## config.mk

```make
export PLATFORM = sky130hd
export DESIGN_NAME = fpadd
export DESIGN_NICKNAME = d
export VERILOG_FILES = /design/src/rtl/fpadd_pkg.sv /design/src/rtl/fpadd_align.sv /design/src/rtl/fpadd_round.sv /design/src/rtl/fpadd.sv
export SDC_FILE = /design/constraint.sdc
export NUM_CORES = 1
export LEC_CHECK = 0
export BUFFER_PORTS_ARGS = -buffer_cell sky130_fd_sc_hd__clkbuf_2
export CAP_MARGIN = 20
export CORE_MARGIN = 2
export CORE_UTILIZATION = 35
export CTS_CLUSTER_SIZE = 8
export DETAILED_ROUTE_END_ITERATION = 8
export PLACE_DENSITY = 0.49
export RECOVER_POWER = 100
export SETUP_SLACK_MARGIN = 0.4
export SLEW_MARGIN = 20
export SYNTH_ARGS = -nofsm -noshare
export SYNTH_HDL_FRONTEND = slang
export SYNTH_SLANG_ARGS = --single-unit
export TNS_END_PERCENT = 100
```

## constraint.sdc

```tcl
create_clock -name clk -period 9.5 [get_ports clk]
set_input_delay 0 -clock clk [delete_from_list [all_inputs] [get_ports clk]]
set_output_delay 0 -clock clk [all_outputs]
set_load 0.05 [all_outputs]
```

## src/rtl/fpadd_pkg.sv

```systemverilog
package fpadd_pkg;

    typedef enum logic [2:0] {
        ST_IDLE,
        ST_ALIGN,
        ST_ADD,
        ST_NORM,
        ST_ROUND,
        ST_DONE
    } fpadd_state_e;

endpackage

```

## src/rtl/fpadd_align.sv

```systemverilog
// Right shift of the smaller significand with guard, round and sticky.
module fpadd_align #(
    parameter int SIG_W = 24,
    parameter int SH_W  = 8
) (
    input  logic [SIG_W-1:0] sig_in,
    input  logic [SH_W-1:0]  shamt,
    output logic [SIG_W+2:0] aligned
);
    localparam int XW = SIG_W + 2;

    logic [XW-1:0] ext;
    logic [XW-1:0] kept;
    logic [XW-1:0] lost_mask;
    logic [31:0]   sh32;
    logic          sticky;

    always_comb begin
        ext  = {sig_in, 2'b00};
        sh32 = 32'(shamt);
        if (sh32 >= 32'(XW)) begin
            kept      = '0;
            lost_mask = '1;
        end else begin
            kept      = ext >> sh32;
            lost_mask = ~({XW{1'b1}} << sh32);
        end
        sticky  = |(ext & lost_mask);
        aligned = {kept, sticky};
    end
endmodule

```

## src/rtl/fpadd_round.sv

```systemverilog
// Round-to-nearest-even increment on a normalized accumulator.
module fpadd_round #(
    parameter int ACC_W = 28
) (
    input  logic [ACC_W-1:0] acc_in,
    output logic [ACC_W-1:0] acc_out,
    output logic             carry
);
    logic             inc;
    logic [ACC_W-4:0] body;

    always_comb begin
        inc     = acc_in[2] & (acc_in[1] | acc_in[0] | acc_in[3]);
        body    = {1'b0, acc_in[ACC_W-2:3]} + (ACC_W-3)'(inc);
        acc_out = {body, 3'b000};
        carry   = body[ACC_W-4];
    end
endmodule

```

## src/rtl/fpadd.sv

```systemverilog
module fpadd
    import fpadd_pkg::*;
#(
    parameter int EXP_W  = 8,
    parameter int FRAC_W = 23
) (
    input  logic                    clk,
    input  logic                    rst_n,
    input  logic                    start,
    input  logic [EXP_W+FRAC_W:0]   op_a,
    input  logic [EXP_W+FRAC_W:0]   op_b,
    output logic                    busy,
    output logic                    valid,
    output logic [EXP_W+FRAC_W:0]   sum,
    output logic                    ovf,
    output logic                    unf
);
    localparam int WORD_W  = EXP_W + FRAC_W + 1;
    localparam int SIG_W   = FRAC_W + 1;
    localparam int ACC_W   = SIG_W + 4;
    localparam int EXW     = EXP_W + $clog2(ACC_W) + 2;
    localparam int EXP_MAX = (1 << EXP_W) - 1;
    localparam logic signed [EXW-1:0] EXP_ONE = EXW'(1);
    localparam logic signed [EXW-1:0] EXP_TOP = EXW'(EXP_MAX);

    fpadd_state_e state, state_nx;

    logic                    big_s;
    logic [EXP_W-1:0]        big_e, sml_e;
    logic [SIG_W-1:0]        big_sig, sml_sig;
    logic                    eff_sub;
    logic [SIG_W+2:0]        sml_al;
    logic [SIG_W+2:0]        sml_al_nx;
    logic [ACC_W-1:0]        acc;
    logic signed [EXW-1:0]   exp_r;
    logic [ACC_W-1:0]        rnd_acc;
    logic                    rnd_carry;
    logic [WORD_W-1:0]       sum_r;
    logic                    ovf_r, unf_r;

    // operand ordering at request time
    logic                    a_big;
    logic [WORD_W-1:0]       op_big, op_sml;

    always_comb begin
        a_big  = op_a[WORD_W-2:0] >= op_b[WORD_W-2:0];
        op_big = a_big ? op_a : op_b;
        op_sml = a_big ? op_b : op_a;
    end

    fpadd_align #(.SIG_W(SIG_W), .SH_W(EXP_W)) u_align (
        .sig_in  (sml_sig),
        .shamt   (big_e - sml_e),
        .aligned (sml_al_nx)
    );

    fpadd_round #(.ACC_W(ACC_W)) u_round (
        .acc_in  (acc),
        .acc_out (rnd_acc),
        .carry   (rnd_carry)
    );

    // state register
    always_ff @(posedge clk or negedge rst_n) begin
        if (!rst_n) state <= ST_IDLE;
        else        state <= state_nx;
    end

    // transitions
    always_comb begin
        state_nx = state;
        unique case (state)
            ST_IDLE:  if (start) state_nx = ST_ALIGN;
            ST_ALIGN: state_nx = ST_ADD;
            ST_ADD:   state_nx = ST_NORM;
            ST_NORM: begin
                if (acc == '0)               state_nx = ST_DONE;
                else if (acc[ACC_W-1])       state_nx = ST_NORM;
                else if (!acc[ACC_W-2])      state_nx = ST_NORM;
                else                         state_nx = ST_ROUND;
            end
            ST_ROUND: begin
                if (exp_r < EXP_ONE)         state_nx = ST_DONE;
                else if (rnd_carry)          state_nx = ST_NORM;
                else                         state_nx = ST_DONE;
            end
            ST_DONE:  state_nx = ST_IDLE;
            default:  state_nx = ST_IDLE;
        endcase
    end

    // datapath and result registers
    always_ff @(posedge clk or negedge rst_n) begin
        if (!rst_n) begin
            big_s   <= 1'b0;
            big_e   <= '0;
            sml_e   <= '0;
            big_sig <= '0;
            sml_sig <= '0;
            eff_sub <= 1'b0;
            sml_al  <= '0;
            acc     <= '0;
            exp_r   <= '0;
            sum_r   <= '0;
            ovf_r   <= 1'b0;
            unf_r   <= 1'b0;
        end else begin
            unique case (state)
                ST_IDLE: begin
                    if (start) begin
                        big_s   <= op_big[WORD_W-1];
                        big_e   <= op_big[WORD_W-2:FRAC_W];
                        sml_e   <= op_sml[WORD_W-2:FRAC_W];
                        big_sig <= (op_big[WORD_W-2:FRAC_W] == '0) ? '0
                                   : {1'b1, op_big[FRAC_W-1:0]};
                        sml_sig <= (op_sml[WORD_W-2:FRAC_W] == '0) ? '0
                                   : {1'b1, op_sml[FRAC_W-1:0]};
                        eff_sub <= op_a[WORD_W-1] ^ op_b[WORD_W-1];
                    end
                end
                ST_ALIGN: begin
                    sml_al <= sml_al_nx;
                    acc    <= {1'b0, big_sig, 3'b000};
                    exp_r  <= EXW'(big_e);
                end
                ST_ADD: begin
                    if (eff_sub) acc <= acc - {1'b0, sml_al};
                    else         acc <= acc + {1'b0, sml_al};
                end
                ST_NORM: begin
                    if (acc == '0) begin
                        sum_r <= '0;
                        ovf_r <= 1'b0;
                        unf_r <= 1'b0;
                    end else if (acc[ACC_W-1]) begin
                        acc   <= {1'b0, acc[ACC_W-1:2], acc[1] | acc[0]};
                        exp_r <= exp_r + EXP_ONE;
                    end else if (!acc[ACC_W-2]) begin
                        acc   <= {acc[ACC_W-2:0], 1'b0};
                        exp_r <= exp_r - EXP_ONE;
                    end
                end
                ST_ROUND: begin
                    if (exp_r < EXP_ONE) begin
                        sum_r <= '0;
                        ovf_r <= 1'b0;
                        unf_r <= 1'b1;
                    end else if (rnd_carry) begin
                        acc <= rnd_acc;
                    end else if (exp_r >= EXP_TOP) begin
                        sum_r <= {big_s, {EXP_W{1'b1}}, {FRAC_W{1'b0}}};
                        ovf_r <= 1'b1;
                        unf_r <= 1'b0;
                    end else begin
                        sum_r <= {big_s, exp_r[EXP_W-1:0], rnd_acc[ACC_W-3:3]};
                        ovf_r <= 1'b0;
                        unf_r <= 1'b0;
                    end
                end
                ST_DONE: ;
                default: ;
            endcase
        end
    end

    assign busy  = (state != ST_IDLE);
    assign valid = (state == ST_DONE);
    assign sum   = sum_r;
    assign ovf   = ovf_r;
    assign unf   = unf_r;

endmodule

```

==> key figures, run 1 <==
Synthesis
  • Synth unique cells: 77
  • Synth Warn #: 0
  • Most common cell in the netlist: nand2_1
  • Main synth FF type: dfrtp_1
  • Top-area cell type share of the netlist area: 31.6%
  • Post-synth EDFFs: 0
  • Syn nets: approximately 1.9k
  • Avg Inst Size Synth: 7.84 µm²
  • Register area share after synthesis: 31.6%
  • Post-synthesis cell count: ~1.7k
  • Synth Cell Area: 13700 µm²
  • Yosys reg bits: 173
  • Yosys top cell by area: dfrtp_1
  • Async SR Flop Fraction: 100%
  • Top post-synthesis cells by area: dfrtp_1 32%, nand2_1 7.3%, ha_1 6.4%, o21ai_0 4.5%, a21oi_1 4.3%
  • Synth cell count leaders: 268 x nand2_1, 173 x dfrtp_1, 152 x nor2_1

Global route
  • Largest net degree at the start of global routing: 99
  • Vias in the first global route: 13.2k
  • GRT Total Usage: 23.4%
  • Global-route wire length before repair: 75500 µm
  • Initial antenna violation count: 1
  • Congestion Overflow GR: 0

Routing
  • Final Routed Wirelength: between 40000 and 50000 µm
  • Drt pass-1 iters: 6
  • Number of vias in the routed layout: between 10k and 15k
  • DR WL/cell: 19.6 µm
  • Routed vias/inst: between 5 and 6
  • Routed Antenna Nets: 0
  • 1st-iter DRT viols: 927
  • DRC: 0

Place
  • GPL Wtd Cong: between 0.8 and 0.9
  • Hpwl dp: 35100 µm
  • Place WS: 4.95 ns
  • Buffers on Ports: 102

Worst setup path
  • Crit path kind: input pin to flip-flop
  • Bufs and invs on worst path: 5
  • Setup crit start kind: input pin
  • Setup crit end kind: flip-flop
  • CP delay by family, top: buffers and inverters
  • Worst path cell trace: dlygate4sd3_1 -> clkbuf_1 -> inv_1 -> ha_1 -> a21o_1 -> a21o_1 -> a21oi_1 -> nor2_1 -> a211oi_1 -> o21a_1 -> o31a_2 -> clkbuf_1 -> nand3_1 -> o211ai_1 -> dlygate4sd3_1
  • Critical Path Max Stage Delay: about 2.5 ns
  • Slowest cell on crit path: clkbuf_1
  • CP max FO: 95
  • Critical Path RT: 9.90 ns
  • CP Data Arrival Time: 6.43 ns

Final layout
  • Final core occ: 41.6%
  • Fraction of layout cells with a size suffix above 1: 7.37%
  • Multi-input logic area: 8700 µm²
  • Filler cells: 3992
  • ANT cells: 0
  • FF/Latch Area: 4330 µm²
  • Layout area overhead: 17.2%
  • Fin nets: 2015

CTS
  • Num CTS Buffers: 17
  • Postcts setup bufs: 0
  • TritonCTS clock tree: done
  • Root Buffer: clkbuf_16
  • CTS Sinks: 173
  • Clock Latency Late Sink: around 0.46 ns
  • CTS Buffer Depth: 2
  • CTS H-Tree Depth: 4
  • Reg clk slew, reported paths: 0.07 ns

STA
  • Period utilization: 63.6%
  • Clock Skews: 0.0112 ns
  • RSZ-0062 raised after global routing: false
  • Achievable Freq: around 0.17 GHz
  • Worst-Margin Slew: 4.17 ns
  • Min setup slack post-route: approximately 3.5 ns
  • Max-slew headroom: -178%
  • Setup_tns: 0 ns
  • Max Transition Viols Final: 472
  • Post-route minimum period: 6.04 ns
  • Final setup violating endpoints: 0
  • Final hold vios: 0

Die
  • Die area: 40800 µm²
  • Starting density of the core: 35.5%
  • IO Pins: 103
  • Core ar.: 38600 µm²
  • Die height: 202 µm
  • Die Span X: 202 µm
  • FP Rows: 72

Power
  • Pwr dens: 406 nW/µm²
  • Peak supply drop: 0.293 mV
  • Static Leak: 6.83 nW

Run
  • # Max-Cap Violations: 7

Worst hold path
  • Hold Crit Class: input pin to flip-flop

Status
  • Outcome: complete, but fails checks
  • Failing checks: max-capacitance violations, max-slew violations
==> flip-flops by register name, summed over array words and instances, names as in the netlist, 3 cells and up <==
register  count
exp_r        15
sml_al       27
big_e         8
state         3
big_sig      24
sml_e         8
acc          28
sml_sig      24
sum          32
==> report_power, final <==
| group | internal, mW | leakage [nW] | total, mW | switching [mW] |
|---|---|---|---|---|
| Clock | 0.387 | 0.281 | 0.709 | 0.322 |
| Combinational | 1.59 | 4.34 | 4.33 | 2.73 |
| Sequential | 1.01 | 2.21 | 1.49 | 0.485 |
| Total | 2.99 | 6.83 | 6.53 | 3.54 |
==> through the flow <==
stage	power, mW	cell area [µm²]	cells	hold slack [ns]
after floorplan	4.48	13700	1749	-0.296
after global placement	5.66	14600	2277	0.00755
after detailed placement	5.67	14600	2277	0.0101
after CTS	6.49	16200	2405	0.0939
after global routing	7.07	16100	2405	0.418
final	6.53	16100	2405	0.380
==> cell usage in the layout, fill, tap and decap left out, types with 13 or more instances in the layout <==
cell type | Yosys | final
nand4_1 | 16 | 16
clkbuf_1 | 86 | 47
dfrtp_1 | 173 | 172
buf_4 | 1 | 13
o22ai_1 | 28 | 28
a221oi_1 | 29 | 29
dlygate4sd3_1 | 0 | 98
ha_1 | 70 | 70
or3_1 | 19 | 19
nand2_1 | 268 | 268
mux2i_1 | 48 | 48
xnor2_1 | 51 | 49
a21oi_1 | 117 | 115
o21ai_0 | 122 | 123
a21o_1 | 19 | 19
a211oi_1 | 36 | 36
and3_1 | 13 | 13
nand3_1 | 64 | 64
inv_1 | 64 | 64
nor3_1 | 53 | 54
a31oi_1 | 41 | 41
xor2_1 | 29 | 28
clkbuf_16 | 0 | 17
nor2b_1 | 18 | 17
o31ai_1 | 16 | 17
clkbuf_2 | 1 | 64
o211ai_1 | 33 | 33
nor2_1 | 152 | 150
==> cells by family (layout without fill, tap and decap cells) <==
logic type	after synthesis	after routing	share of synthesized area, %
mux	60	60	4.90
compound gates	522	522	24.6
fa+ha+maj	72	72	6.68
buf+inv	179	317	5.23
simple gates	663	663	21.9
flops	173	173	31.6
xor+xnor	80	80	5.11
==> final cells by class <==
cell class                 count  share of cell area [%]
multi-input combinational   1397                    54.2
clock buffer                  21                    2.99
clock inverter                 9                   0.545
sequential                   173                    27.0
timing repair buffer         222                    9.80
tap                          518                    4.03
inverter                      65                    1.52
==> final timing paths <==
check	startpoint	endpoint	slack [ns]	cells after the start
worst max-delay path	op_b[24]	big_sig[15]	3.46	15
worst max register to register	state[0]	sml_sig[8]	3.77	7
worst min-delay path	op_b[6]	big_sig[6]	0.38	4
worst min register to register	sum[26]	sum[26]	0.48	2
min in group asynchronous	rst_n	sum[30]	1.12	2
max in group asynchronous	rst_n	acc[27]	3.92	3
==> worst register-to-register path: cells and delay by family, from the launching register on <==
family	cells	cell delay, ns
DFF	1	0.63
and+or+nand+nor	2	0.50
buffers and inverters	3	3.73
AOI/OAI and AO/OA	2	0.82
==> layer usage <==
metal | share of wire, % | wire length, µm | vias to the layer above | track usage (%)
li1 | - | - | 6624 | -
met1 | 48 | 22600 | 6567 | 33.4
met2 | 45 | 21200 | 389 | 36.9
met3 | 4.6 | 2170 | 45 | 2.84
met4 | 2.2 | 1050 | 2 | 7.01
met5 | 0.028 | 13 | - | 0
==> what timing repair did <==
| action | in CTS | in global routing |
|---|---|---|
| endpoints found under the hold margin | 119 | 0 |
| resized for setup | 0 | 0 |
| hold buffers | 98 | 0 |
(Power assumes the default switching activity.)
==> run 2, diff against run 1 <==
--- a/config.mk
+++ b/config.mk
@@ -11,7 +11,7 @@
 export CORE_UTILIZATION = 35
 export CTS_CLUSTER_SIZE = 8
 export DETAILED_ROUTE_END_ITERATION = 8
-export PLACE_DENSITY = 0.49
+export PLACE_DENSITY = 0.51
 export RECOVER_POWER = 100
 export SETUP_SLACK_MARGIN = 0.4
 export SLEW_MARGIN = 20
==> constraint.sdc (replaced) <==
create_clock -name clk -period 5.4 [get_ports clk]
set_input_delay 0 -clock clk [delete_from_list [all_inputs] [get_ports clk]]
set_output_delay 0 -clock clk [all_outputs]
set_load 0.05 [all_outputs]
==> run 2 against run 1 <==
Effect of this change:
- the flow still finishes with violations (max-capacitance violations, max-slew violations)
- global-route usage up 0.21 points
- first-iteration DRC count increased by 1.5%
- utilization up 0.14 points
- clock skew up 0.0056 ns
- cell count rose by 0.12%
- non-clock buffer count grew 1
- count of clock-buffer cells in the layout is 4 lower
- sequential cell count did not move
- combinational power up 76%
- critical path depth shrank 1
- final area up 0.33%
- clock power is 85% higher
- largest cell class unchanged
- largest power group unchanged
- highest routed layer is now met4
==> key figures, run 2 (same netlist as run 1, synthesis figures left out) <==
STA
  • Final setup violating endpoints: 0 (unchanged)
  • Final hold vios: 0 (unchanged)
  • Min setup slack post-route: 0.787 ns (-2.67 ns)
  • Max Transition Viols Final: 143 (-70%)
  • RSZ-0062 raised after global routing: false
  • Clock Skews: 0.0168 ns (+0.00563 ns)
  • Worst-Margin Slew: 2.88 ns (-1.29 ns)
  • Max-slew headroom: -91.8% (+86 points)
  • Setup_tns: 0 ns (unchanged)
  • Period utilization: 85.4%
  • Post-route minimum period: 4.61 ns
  • Achievable Freq: 0.217 GHz

Worst setup path
  • Worst path cell trace: or4_1 -> nor3_1 -> buf_4 -> a31oi_1 -> xnor2_1 -> ha_1 -> a21o_1 -> o311ai_0 -> a21boi_1 -> o31ai_1 -> o2111ai_1 -> a311o_1 -> a211oi_1 -> nor3_1
  • CP startpoint: sml_al[5]
  • FF-to-FF Start: sml_al[5]
  • Setup crit end kind: flip-flop
  • Setup crit start kind: flip-flop
  • CP max FO: 7 (-93%)
  • CP Data Arrival Time: 4.94 ns (-1.49 ns)
  • Crit path kind: flip-flop to flip-flop
  • Slowest cell on crit path: o31ai_1
  • Critical Path RT: 5.73 ns (-4.17 ns)
  • Critical Path Max Stage Delay: 0.60 ns (-1.94 ns)
  • Most used cell, CP: nor3_1

CTS
  • Reg clk slew, reported paths: 0.07 ns (about the same)
  • TritonCTS clock tree: done
  • Num CTS Buffers: 17 (unchanged)
  • Clock Latency Late Sink: 0.46 ns (about the same)
  • CTS Sinks: 173 (unchanged)
  • Post-CTS Resized: 0 (unchanged)
  • Root Buffer: clkbuf_16
  • Postcts setup bufs: 0 (unchanged)
  • CTS H-Tree Depth: 4 (unchanged)
  • CTS Buffer Depth: 2 (unchanged)

Final layout
  • Fraction of layout cells with a size suffix above 1: 7.83% (+0.46 points)
  • Post-route cell area: 16100 µm² (+0.33%)
  • Most frequent cells in the layout: 268 x nand2_1, 172 x dfrtp_1, 149 x nor2_1
  • Layout area overhead: 17.6%
  • Fin nets: 2016 (+0.050%)
  • ANT cells: 0 (unchanged)
  • Max reg flops: 32 (unchanged)
  • Final core occ: 41.7% (+0.14 points)
  • Commonest non-fill, non-tap cell in the layout: nand2_1

Place
  • GPL Wtd Cong: 0.898 (+0.39%)
  • Hpwl dp: 35200 µm (+0.24%)
  • Place WS: 1.07 ns (-3.88 ns)
  • Dpl cell area: 14600 µm² (about the same)
  • Buffers on Ports: 102 (unchanged)

Die
  • Die area: 40800 µm² (unchanged)
  • Starting density of the core: 35.5% (unchanged)
  • Die height: 202 µm (unchanged)
  • Die Span X: 202 µm (unchanged)
  • IO Pins: 103 (unchanged)
  • Core ar.: 38600 µm² (unchanged)
  • FP Rows: 72 (unchanged)

Routing
  • DR WL met3: 2290 µm (+5.5%)
  • Number of vias in the routed layout: 13.8k (+0.93%)
  • Met2 routed WL: 21100 µm (-0.74%)
  • Routed vias/inst: 5.71 (+0.81%)
  • Top Layer Used: met4
  • Drt pass-1 iters: 6 (unchanged)
  • DRC: 0 (unchanged)
  • 1st-iter DRT viols: 941 (+1.5%)
  • Final Routed Wirelength: 47300 µm (+0.39%)
  • DR WL/cell: 19.6 µm (+0.27%)
  • Met1 Wirelength: 22500 µm (-0.87%)
  • Routed Antenna Nets: 0 (unchanged)

Global route
  • Global-route wire length before repair: 76100 µm (+0.80%)
  • Vias in the first global route: 13.3k (+1.0%)
  • GRT Total Usage: 23.6% (+0.21 points)
  • Congestion Overflow GR: 0 (unchanged)
  • Initial antenna violation count: 0 (-1)
  • Largest net degree at the start of global routing: 85 (-14%)

Run
  • # Max-Cap Violations: 3 (-4)

Status
  • Outcome: complete, but fails checks
  • Failing checks: max-capacitance violations, max-slew violations

Worst hold path
  • Hold Crit Class: input pin to asynchronous set/reset pin

Power
  • Overall Power: 11.6 mW (+77%)
  • Peak supply drop: 0.592 mV (+100%)
  • Static Leak: 6.86 nW (+0.40%)
  • Pwr dens: 717 nW/µm² (+77%)
## run 2: layout make-up
class                   instances  area [µm²]
repair buffers                223        1600
clock buffers                  17         425
flip-flops and latches        173        4330
fillers                      3972       22500
clock inverters                15         173
multi-input cells            1397        8700
inverters                      65         244
well taps                     518         648
## run 2: through the flow
stage                     hold slack, ns  instances
after floorplan                   -0.296       1749
after global placement             0.126       2278
after detailed placement           0.132       2278
after CTS                          0.219       2408
after global routing               0.254       2408
final                              0.166       2408
## run 2: repair_timing
item / in CTS / in global routing
endpoints found under the setup margin: 0 / 0
hold buffers: 98 / 0
endpoints found under the hold margin: 147 / 0
## run 2: report_power, final
group          internal [mW]  leakage [nW]  switching [mW]
Clock                  0.727         0.289           0.580
Sequential              1.77          2.21           0.861
Combinational           2.82          4.36            4.80
## run 2: routing by layer
metal  vias to the layer above  track usage [%]
met4                         0             8.46
met5                         -                0
met2                       383             36.3
li1                       6628                -
met1                      6666             33.4
met3                        77             3.77
## run 2: critical path, delay by kind of cell (launching register included)
kind	cells	cell delay, ns
AO/OA/AOI/OAI	8	2.49
AND/OR/NAND/NOR	3	0.88
adder cells (fa/ha/maj)	1	0.38
XOR/XNOR	1	0.15
buffers and inverters	1	0.16
flip-flops	1	0.42
## run 2: path summary, 6_finish.rpt
check / to / slack [ns] / cells after the start
hold / removal: ovf / 0.17 / 2
setup / recovery: acc[27] / 0.79 / 14
setup reg to reg: acc[27] / 0.79 / 14
hold reg to reg: sum[15] / 0.48 / 2
min in group clk: sml_sig[14] / 0.41 / 4
max in group asynchronous: big_sig[5] / 2.02 / 3
